## src/rtl/spi_master_regs.sv

```systemverilog
module spi_master_regs #(
  parameter int CNT_W = 7
) (
  input  logic       clk,
  input  logic       rst_n,
  input  logic       reg_wr,
  input  logic       reg_rd,
  input  logic [1:0] reg_addr,
  input  logic [7:0] reg_wdata,
  output logic [7:0] reg_rdata,
  input  logic       gie,
  input  logic       irq_ack,
  output logic       irq,
  output logic       sck,
  output logic       mosi,
  input  logic       miso,
  input  logic       ss_n,
  input  logic       ss_is_input
);
  localparam logic [1:0] A_CTL = 2'd0;
  localparam logic [1:0] A_STS = 2'd1;
  localparam logic [1:0] A_DAT = 2'd2;

  logic             ie_q, en_q, mstr_q, dbl_q;
  logic [1:0]       rate_q;
  logic             done_q, coll_q, arm_done_q, arm_coll_q;
  logic             busy_q, sck_q, samp_q;
  logic [7:0]       sh_q;
  logic [2:0]       bits_q;
  logic [CNT_W-1:0] cnt_q, half_q, base, half_sel;

  wire wr_ctl  = reg_wr && reg_addr == A_CTL;
  wire wr_sts  = reg_wr && reg_addr == A_STS;
  wire rd_sts  = reg_rd && reg_addr == A_STS;
  wire wr_dat  = reg_wr && reg_addr == A_DAT;
  wire dat_acc = (reg_wr || reg_rd) && reg_addr == A_DAT;
  wire fault   = en_q && mstr_q && ss_is_input && !ss_n;
  wire start   = wr_dat && !busy_q && en_q && mstr_q && !fault;
  wire tick    = busy_q && cnt_q == half_q - CNT_W'(1);

  always_comb begin
    case (rate_q)
      2'd0:    base = CNT_W'(2);
      2'd1:    base = CNT_W'(8);
      2'd2:    base = CNT_W'(32);
      default: base = CNT_W'(64);
    endcase
    half_sel = dbl_q ? (base >> 1) : base;
  end

  always_ff @(posedge clk or negedge rst_n) begin
    if (!rst_n) begin
      ie_q <= 1'b0; en_q <= 1'b0; mstr_q <= 1'b0; dbl_q <= 1'b0; rate_q <= 2'd0;
      done_q <= 1'b0; coll_q <= 1'b0; arm_done_q <= 1'b0; arm_coll_q <= 1'b0;
      busy_q <= 1'b0; sck_q <= 1'b0; samp_q <= 1'b0; sh_q <= 8'h00;
      bits_q <= 3'd0; cnt_q <= '0; half_q <= CNT_W'(2);
    end else begin
      if (wr_ctl) begin
        ie_q   <= reg_wdata[7];
        en_q   <= reg_wdata[6];
        mstr_q <= reg_wdata[4];
        rate_q <= reg_wdata[1:0];
      end
      if (wr_sts) dbl_q <= reg_wdata[0];
      if (rd_sts) begin
        if (done_q) arm_done_q <= 1'b1;
        if (coll_q) arm_coll_q <= 1'b1;
      end
      if (dat_acc) begin
        if (arm_done_q) done_q <= 1'b0;
        if (arm_coll_q) coll_q <= 1'b0;
        arm_done_q <= 1'b0;
        arm_coll_q <= 1'b0;
      end
      if (irq_ack) begin
        done_q     <= 1'b0;
        arm_done_q <= 1'b0;
      end
      if (wr_dat) begin
        if (busy_q) coll_q <= 1'b1;
        else begin
          sh_q <= reg_wdata;
          if (start) begin
            busy_q <= 1'b1;
            cnt_q  <= '0;
            bits_q <= 3'd0;
            sck_q  <= 1'b0;
            half_q <= half_sel;
          end
        end
      end
      if (busy_q) begin
        if (tick) begin
          cnt_q <= '0;
          sck_q <= ~sck_q;
          if (!sck_q) samp_q <= miso;
          else begin
            sh_q   <= {sh_q[6:0], samp_q};
            bits_q <= bits_q + 3'd1;
            if (bits_q == 3'd7) begin
              busy_q <= 1'b0;
              done_q <= 1'b1;
            end
          end
        end else begin
          cnt_q <= cnt_q + CNT_W'(1);
        end
      end
      if (fault) begin
        busy_q <= 1'b0;
        sck_q  <= 1'b0;
        mstr_q <= 1'b0;
        done_q <= 1'b1;
      end
    end
  end

  always_comb begin
    case (reg_addr)
      A_CTL:   reg_rdata = {ie_q, en_q, 1'b0, mstr_q, 2'b00, rate_q};
      A_STS:   reg_rdata = {done_q, coll_q, 5'b00000, dbl_q};
      A_DAT:   reg_rdata = sh_q;
      default: reg_rdata = 8'h00;
    endcase
  end

  assign irq  = done_q & ie_q & gie;
  assign sck  = sck_q;
  assign mosi = sh_q[7];

  p_sck_moves_busy_r1: assert property (@(posedge clk) disable iff (!rst_n)
    !$stable(sck_q) |-> $past(busy_q));
  p_sck_low_idle_r4: assert property (@(posedge clk) disable iff (!rst_n)
    !busy_q |-> !sck_q);
  p_end_sets_done_r4: assert property (@(posedge clk) disable iff (!rst_n)
    $fell(busy_q) |-> done_q);
  p_coll_sets_r6: assert property (@(posedge clk) disable iff (!rst_n)
    (wr_dat && busy_q) |=> coll_q);
  p_ack_clears_r8: assert property (@(posedge clk) disable iff (!rst_n)
    (irq_ack && !busy_q && !fault) |=> !done_q);
  p_fault_stops_r9: assert property (@(posedge clk) disable iff (!rst_n)
    fault |=> (!busy_q && !mstr_q && !sck_q && done_q));
endmodule

```

## config.mk

```make
export PLATFORM = sky130hd
export DESIGN_NAME = spi_master_regs
export DESIGN_NICKNAME = d
export VERILOG_FILES = /design/src/rtl/spi_master_regs.sv
export SDC_FILE = /design/constraint.sdc
export NUM_CORES = 1
export LEC_CHECK = 0
export CAP_MARGIN = 20
export CORE_MARGIN = 8
export CORE_UTILIZATION = 35
export CTS_CLUSTER_SIZE = 10
export DETAILED_ROUTE_END_ITERATION = 8
export SLEW_MARGIN = 25
export SYNTH_ARGS = -nofsm -noshare
export SYNTH_HDL_FRONTEND = slang
export SYNTH_SLANG_ARGS = --single-unit
```

## constraint.sdc

```tcl
create_clock -name clk -period 3.8 [get_ports clk]
set_clock_uncertainty 0.05 [all_clocks]
set_input_delay 0.76 -clock clk [delete_from_list [all_inputs] [get_ports clk]]
set_output_delay 0.76 -clock clk [all_outputs]
set_load 0.005 [all_outputs]
```

# After elaboration in Yosys (flattened, before gate mapping)
# Index checks and enable logic that the tools add are counted.
[op_classes]
mul = 0
n_reduce_logical = 31
magnitude_cmp = 0
n_mux = 53
eq_ne = 6
n_div = 0
shifts = 0
n_bitwise = 4
add_sub_neg = 3
[op_table]
columns = ["operator", "n"]
rows = [
  ["8-bit two-way mux", 5],
  ["1-bit two-way mux", 35],
  ["7-bit two-way mux", 5],
  ["8-bit case mux with 3 select lines", 1],
  ["7-bit case mux with 3 select lines", 1],
  ["3-bit two-way mux", 6],
  ["1-bit logical AND", 13],
  ["2-bit nonzero test", 5],
  ["7-bit by 1-bit adder with 7-bit output, second input constant", 1],
  ["7-bit == test", 1],
  ["7-bit by 1-bit subtractor with 7-bit output, second input constant", 1],
  ["2-bit AND reduction", 3],
  ["3-bit AND reduction", 2],
  ["3-bit nonzero test", 2],
  ["2-bit by 1-bit == test with 1-bit output, second input constant", 2],
  ["2-bit == test, second input constant", 2],
  ["2-bit zero test", 2],
  ["3-bit by 1-bit adder with 3-bit output, second input constant", 1],
  ["3-bit == test, second input constant", 1],
  ["1-bit zero test", 3],
  ["1-bit AND", 2],
  ["1-bit NOT", 2],
  ["1-bit logical OR", 1],
]
[totals]
mem_count = 0
mem_bits_rw = 0
romBits = 0
word_cells = 113
register_bits = 38
output_inout_bits = 11
latch_bits = 0

# Longest topological paths before layout
# Gate-level depths: netlist (run 1).
[logic_depth]
word_depth = 14
depth_mapped = 9
depth_no_buf = 8

# Worst setup path after synthesis (run 1)
# No wires, ideal clock.
[synth_timing]
path_kind = "register -> register"
startpoint = "register half_q[2]"
endpoint = "register sh_q[0]"
period_less_slack_ps = 2578
path_buffers = 2
stages_incl_launch_ff = 9
setup_ps = 125
setup_slack_ps = 1222
t_arrival_ps = 2403
path_cell_list = "dfrtp_1 buf_6 or4_4 or3_1 a211oi_2 nand4_2 or2_4 buf_6 mux2_4"
[synth_between]
elab_chain_cells = 5
[synth_lines]
columns = ["element", "line", "rtl"]
rows = [
  ["from (decl)", "30", "logic [CNT_W-1:0] cnt_q, half_q, base, half_sel;"],
  ["from (signal assigned)", "88", "half_q <= half_sel;"],
  ["7-bit by 1-bit subtractor with 7-bit output", "39", "wire tick = busy_q && cnt_q == half_q - CNT_W'(1);"],
  ["7-bit == test", "39", ""],
  ["1-bit logical AND", "39", ""],
  ["8-bit two-way mux", "93", "if (tick) begin"],
  ["8-bit two-way mux", "92", "if (busy_q) begin"],
  ["to (signal assigned)", "82", "sh_q <= reg_wdata;"],
  ["to (signal assigned)", "98", "sh_q <= {sh_q[6:0], samp_q};"],
  ["to (decl)", "28", "logic [7:0] sh_q;"],
]
# Every way passes these cells.
# A chain may end at the register's enable or synchronous reset.

# Worst setup path after layout (run 1)
[layout_timing]
startpoint = "input port reg_addr[1]"
endpoint = "output port reg_rdata[2]"
[layout_between]
elab_chain_cells = 2
[layout_lines]
columns = ["element", "line", "rtl"]
rows = [
  ["from (decl)", "8", "input logic [1:0] reg_addr,"],
  ["2-bit == test (tied with other cells)", "119", "case (reg_addr)"],
  ["8-bit case mux with 3 select lines *", "119", ""],
  ["to (decl)", "10", "output logic [7:0] reg_rdata,"],
]
# Every way passes the cells marked *; elsewhere a longest branch is shown, timed or not.

==> impl_metrics.json, run 1 <==
{
  "power_w": 0.00155,
  "setup_viol": 0,
  "cts_resized": 0,
  "antennaDiodeCount": 0,
  "path_clk_slew_ns": 0.07,
  "grt_max_degree": 39,
  "avgSynthCellArea_um2": 10.6,
  "hold_ws_ns": 0.444,
  "drive_gt1_share_pct": 17.3,
  "postCtsSetupBuffers": 0,
  "hold_violations": 0,
  "synthToLayoutAreaGrowth_pct": 22.1,
  "cts_tree": "done",
  "vias": 1555,
  "rsz0062_at_grt": "no",
  "die_width_um": 94.1,
  "grt_pass1_wl_um": 8010,
  "critPathKind": "primary input to output pin",
  "core-area_mm2": 0.00592,
  "grt_pass1_vias": 1611,
  "clockBufferDepth": 2,
  "start_util_pct": 36.1,
  "row_count": 28,
  "synth_cells": 201,
  "postRouteAntennaNets": 0,
  "clockRootBuffer": "clkbuf_8",
  "h-tree-depth": 2,
  "viasPerCell": 5.08,
  "yosysSeqAreaShare_pct": 44.6,
  "ys_seq_elements": 38,
  "fmaxAchievable_mhz": 303,
  "worst_pin_slew_ns": 0.857,
  "grt_overflow_total": 0,
  "period_needed_ns": 3.30,
  "ios": 30,
  "critPathArrivalTime_ns": 2.49,
  "critPathRequiredTime_ns": 2.99,
  "portBuffers": 29,
  "cts_num_sinks": 38,
  "wl_per_cell_um": 14.7,
  "leakage_nw": 1.16,
  "track_usage_pct": 11.3,
  "gp_congestion": 0.753,
  "fin_area_mm2": 0.00261,
  "drc_errors": 0,
  "hp-class": "register to register",
  "synth_nets": 224,
  "fin_crit_sh_pct": 86.8,
  "slew_violations": 0,
  "nets": 254,
  "crit_fanout": 7,
  "status": "completed",
  "final_util_pct": 44.1,
  "synth_warnings": 0,
  "cellPowerDensity_mw_per_mm2": 595,
  "cts_buffers": 5,
  "yosysUniqueCellTypes": 41,
  "first_iter_violations": 27,
  "peakVddDrop_mv": 0.228,
  "syn-cell-area_mm2": 0.00214,
  "drt_first_pass_iters": 4,
  "place_area_mm2": 0.00250,
  "tns_ns": 0,
  "wl_um": 4500,
  "post-dp-hpwl_um": 3340,
  "dieArea_mm2": 0.00886,
  "antenna_found_initial": 0,
  "insertion_delay_ns": 0.29,
  "cts.hold.buffers_added": 0,
  "start_kind": "primary input",
  "drv_cap": 0,
  "dieHeight_um": 94.1,
  "cp-end-kind": "output pin",
  "relSlewSlack_pct": 42.8
}
[synth_stat cells, drive strengths merged]
cell type / count / area share, %
o21a: 1 / 0.35
mux2i: 10 / 4.7
mux2: 21 / 12
or2: 1 / 0.41
a21oi: 1 / 0.23
buf: 3 / 1.2
nor2b: 4 / 1.2
or4: 1 / 0.53
xnor2: 9 / 3.7
nor3b: 1 / 0.35
o21ai: 10 / 2.3
o41ai: 4 / 1.6
ha: 4 / 2.3
and2: 3 / 0.88
a22oi: 1 / 0.35
a211o: 2 / 0.82
o22a: 1 / 0.41
clkbuf: 8 / 1.4
inv: 7 / 1.2
nor3: 1 / 0.23
dfstp: 1 / 1.2
a32o: 2 / 0.94
xor2: 6 / 2.5
a211oi: 2 / 0.94
nand4: 2 / 0.88
dfrtp: 37 / 43
nor2: 12 / 2.1
nand2b: 2 / 0.59
nand3b: 3 / 1.1
o2bb2ai: 5 / 2.0
nand3: 7 / 1.6
and3: 3 / 0.94
or3: 1 / 0.29
a21o: 2 / 0.70
nand2: 22 / 3.9
a22o: 1 / 0.41
[cell families (layout without fill, tap and decap cells)]
| logic type | count (synthesis) | in the layout | share of synthesized area, % |
|---|---|---|---|
| fa+ha+maj | 4 | 4 | 2.34 |
| xor+xnor | 15 | 15 | 6.15 |
| mux | 31 | 31 | 17.0 |
| compound gates | 32 | 32 | 11.2 |
| flops | 38 | 38 | 44.6 |
| buf+inv | 18 | 48 | 3.86 |
| simple gates | 63 | 63 | 14.9 |
[registers in the layout, summed over array words and instances (netlist names), 2 cells and up]
register  count
bits_q        3
cnt_q         7
half_q        7
rate_q        2
sh_q          8
[final timing paths]
kind / startpoint / end / slack (ns) / cells past startpoint
max: reg_addr[1] / reg_rdata[2] / 0.50 / 4
min: coll_q$_DFF_PN0_ / coll_q$_DFF_PN0_ / 0.44 / 1
max reg2reg: half_q[2]$_DFFE_PN0P_ / sh_q[3]$_DFF_PN0_ / 1.15 / 6
min reg2reg: coll_q$_DFF_PN0_ / coll_q$_DFF_PN0_ / 0.44 / 1
max in group asynchronous: rst_n / cnt_q[0]$_DFFE_PN0P_ / 2.63 / 1
min in group asynchronous: rst_n / half_q[3]$_DFFE_PN0P_ / 0.53 / 1
[worst max-delay path, cell delays in order]
cell and delay (ns):
clkdlybuf4s50_1 0.65, nor2b_1 0.39, and2_1 0.19, clkdlybuf4s50_1 0.49
[metrics by stage]
stage / instances / worst slack, ns
2_1_floorplan: 201 / 1.22
4_1_cts: 306 / 0.469
6_report: 306 / 0.503
3_3_place_gp: 299 / 0.482
3_5_place_dp: 299 / 0.479
5_1_grt: 306 / 0.364
[cell usage in the layout (no fill, tap or decap), types with 4 or more instances in the layout]
cell / instances
o2bb2ai_1: 5
mux2_4: 7
o21ai_0: 10
o41ai_1: 4
clkdlybuf4s50_1: 28
mux2i_1: 10
nand3_1: 7
xnor2_1: 9
mux2_2: 14
clkbuf_8: 6
xor2_1: 6
nor2b_1: 4
inv_1: 7
nand2_1: 22
buf_4: 5
nor2_1: 12
ha_1: 4
dfrtp_1: 37
[power by group]
group	switching, W	internal, W	leakage, nW
logic	0.000218	0.000317	0.627
clock network	0.000138	0.000210	0.0573
registers	0.000138	0.000533	0.477
[routing by layer]
metal	routed length (um)	share of wire [%]	track usage [%]
met1	2160	48	14.3
met2	2040	45	17.3
met3	204	4.5	2.88
met4	102	2.3	5.55
met5	0	0	0
[cell type report]
cell class / count / area, um2
well taps: 75 / 93.8
fillers: 576 / 3310
repair buffers: 34 / 323
clock buffers: 6 / 82.6
inverters: 7 / 26.3
flip-flops and latches: 38 / 952
multi-input cells: 145 / 1100
clock inverters: 1 / 30.0
Note: power is estimated with default switching activity, not from simulation.
==> run 2: changes to the inputs <==
--- a/config.mk
+++ b/config.mk
@@ -10,7 +10,9 @@
 export CORE_UTILIZATION = 35
 export CTS_CLUSTER_SIZE = 10
 export DETAILED_ROUTE_END_ITERATION = 8
+export GPL_ROUTABILITY_DRIVEN = 0
 export SLEW_MARGIN = 25
 export SYNTH_ARGS = -nofsm -noshare
 export SYNTH_HDL_FRONTEND = slang
 export SYNTH_SLANG_ARGS = --single-unit
+export TNS_END_PERCENT = 5
==> results of run 2 <==
No change in the layout: final DEF, timing and power equal those of run 1.
==> run 3: changes to the inputs <==
--- a/config.mk
+++ b/config.mk
@@ -11,6 +11,7 @@
 export CTS_CLUSTER_SIZE = 10
 export DETAILED_ROUTE_END_ITERATION = 8
 export GPL_ROUTABILITY_DRIVEN = 0
+export HOLD_SLACK_MARGIN = 0.1
 export SLEW_MARGIN = 25
 export SYNTH_ARGS = -nofsm -noshare
 export SYNTH_HDL_FRONTEND = slang
==> results of run 3 <==
No change in the layout: final DEF, timing and power equal those of run 1.
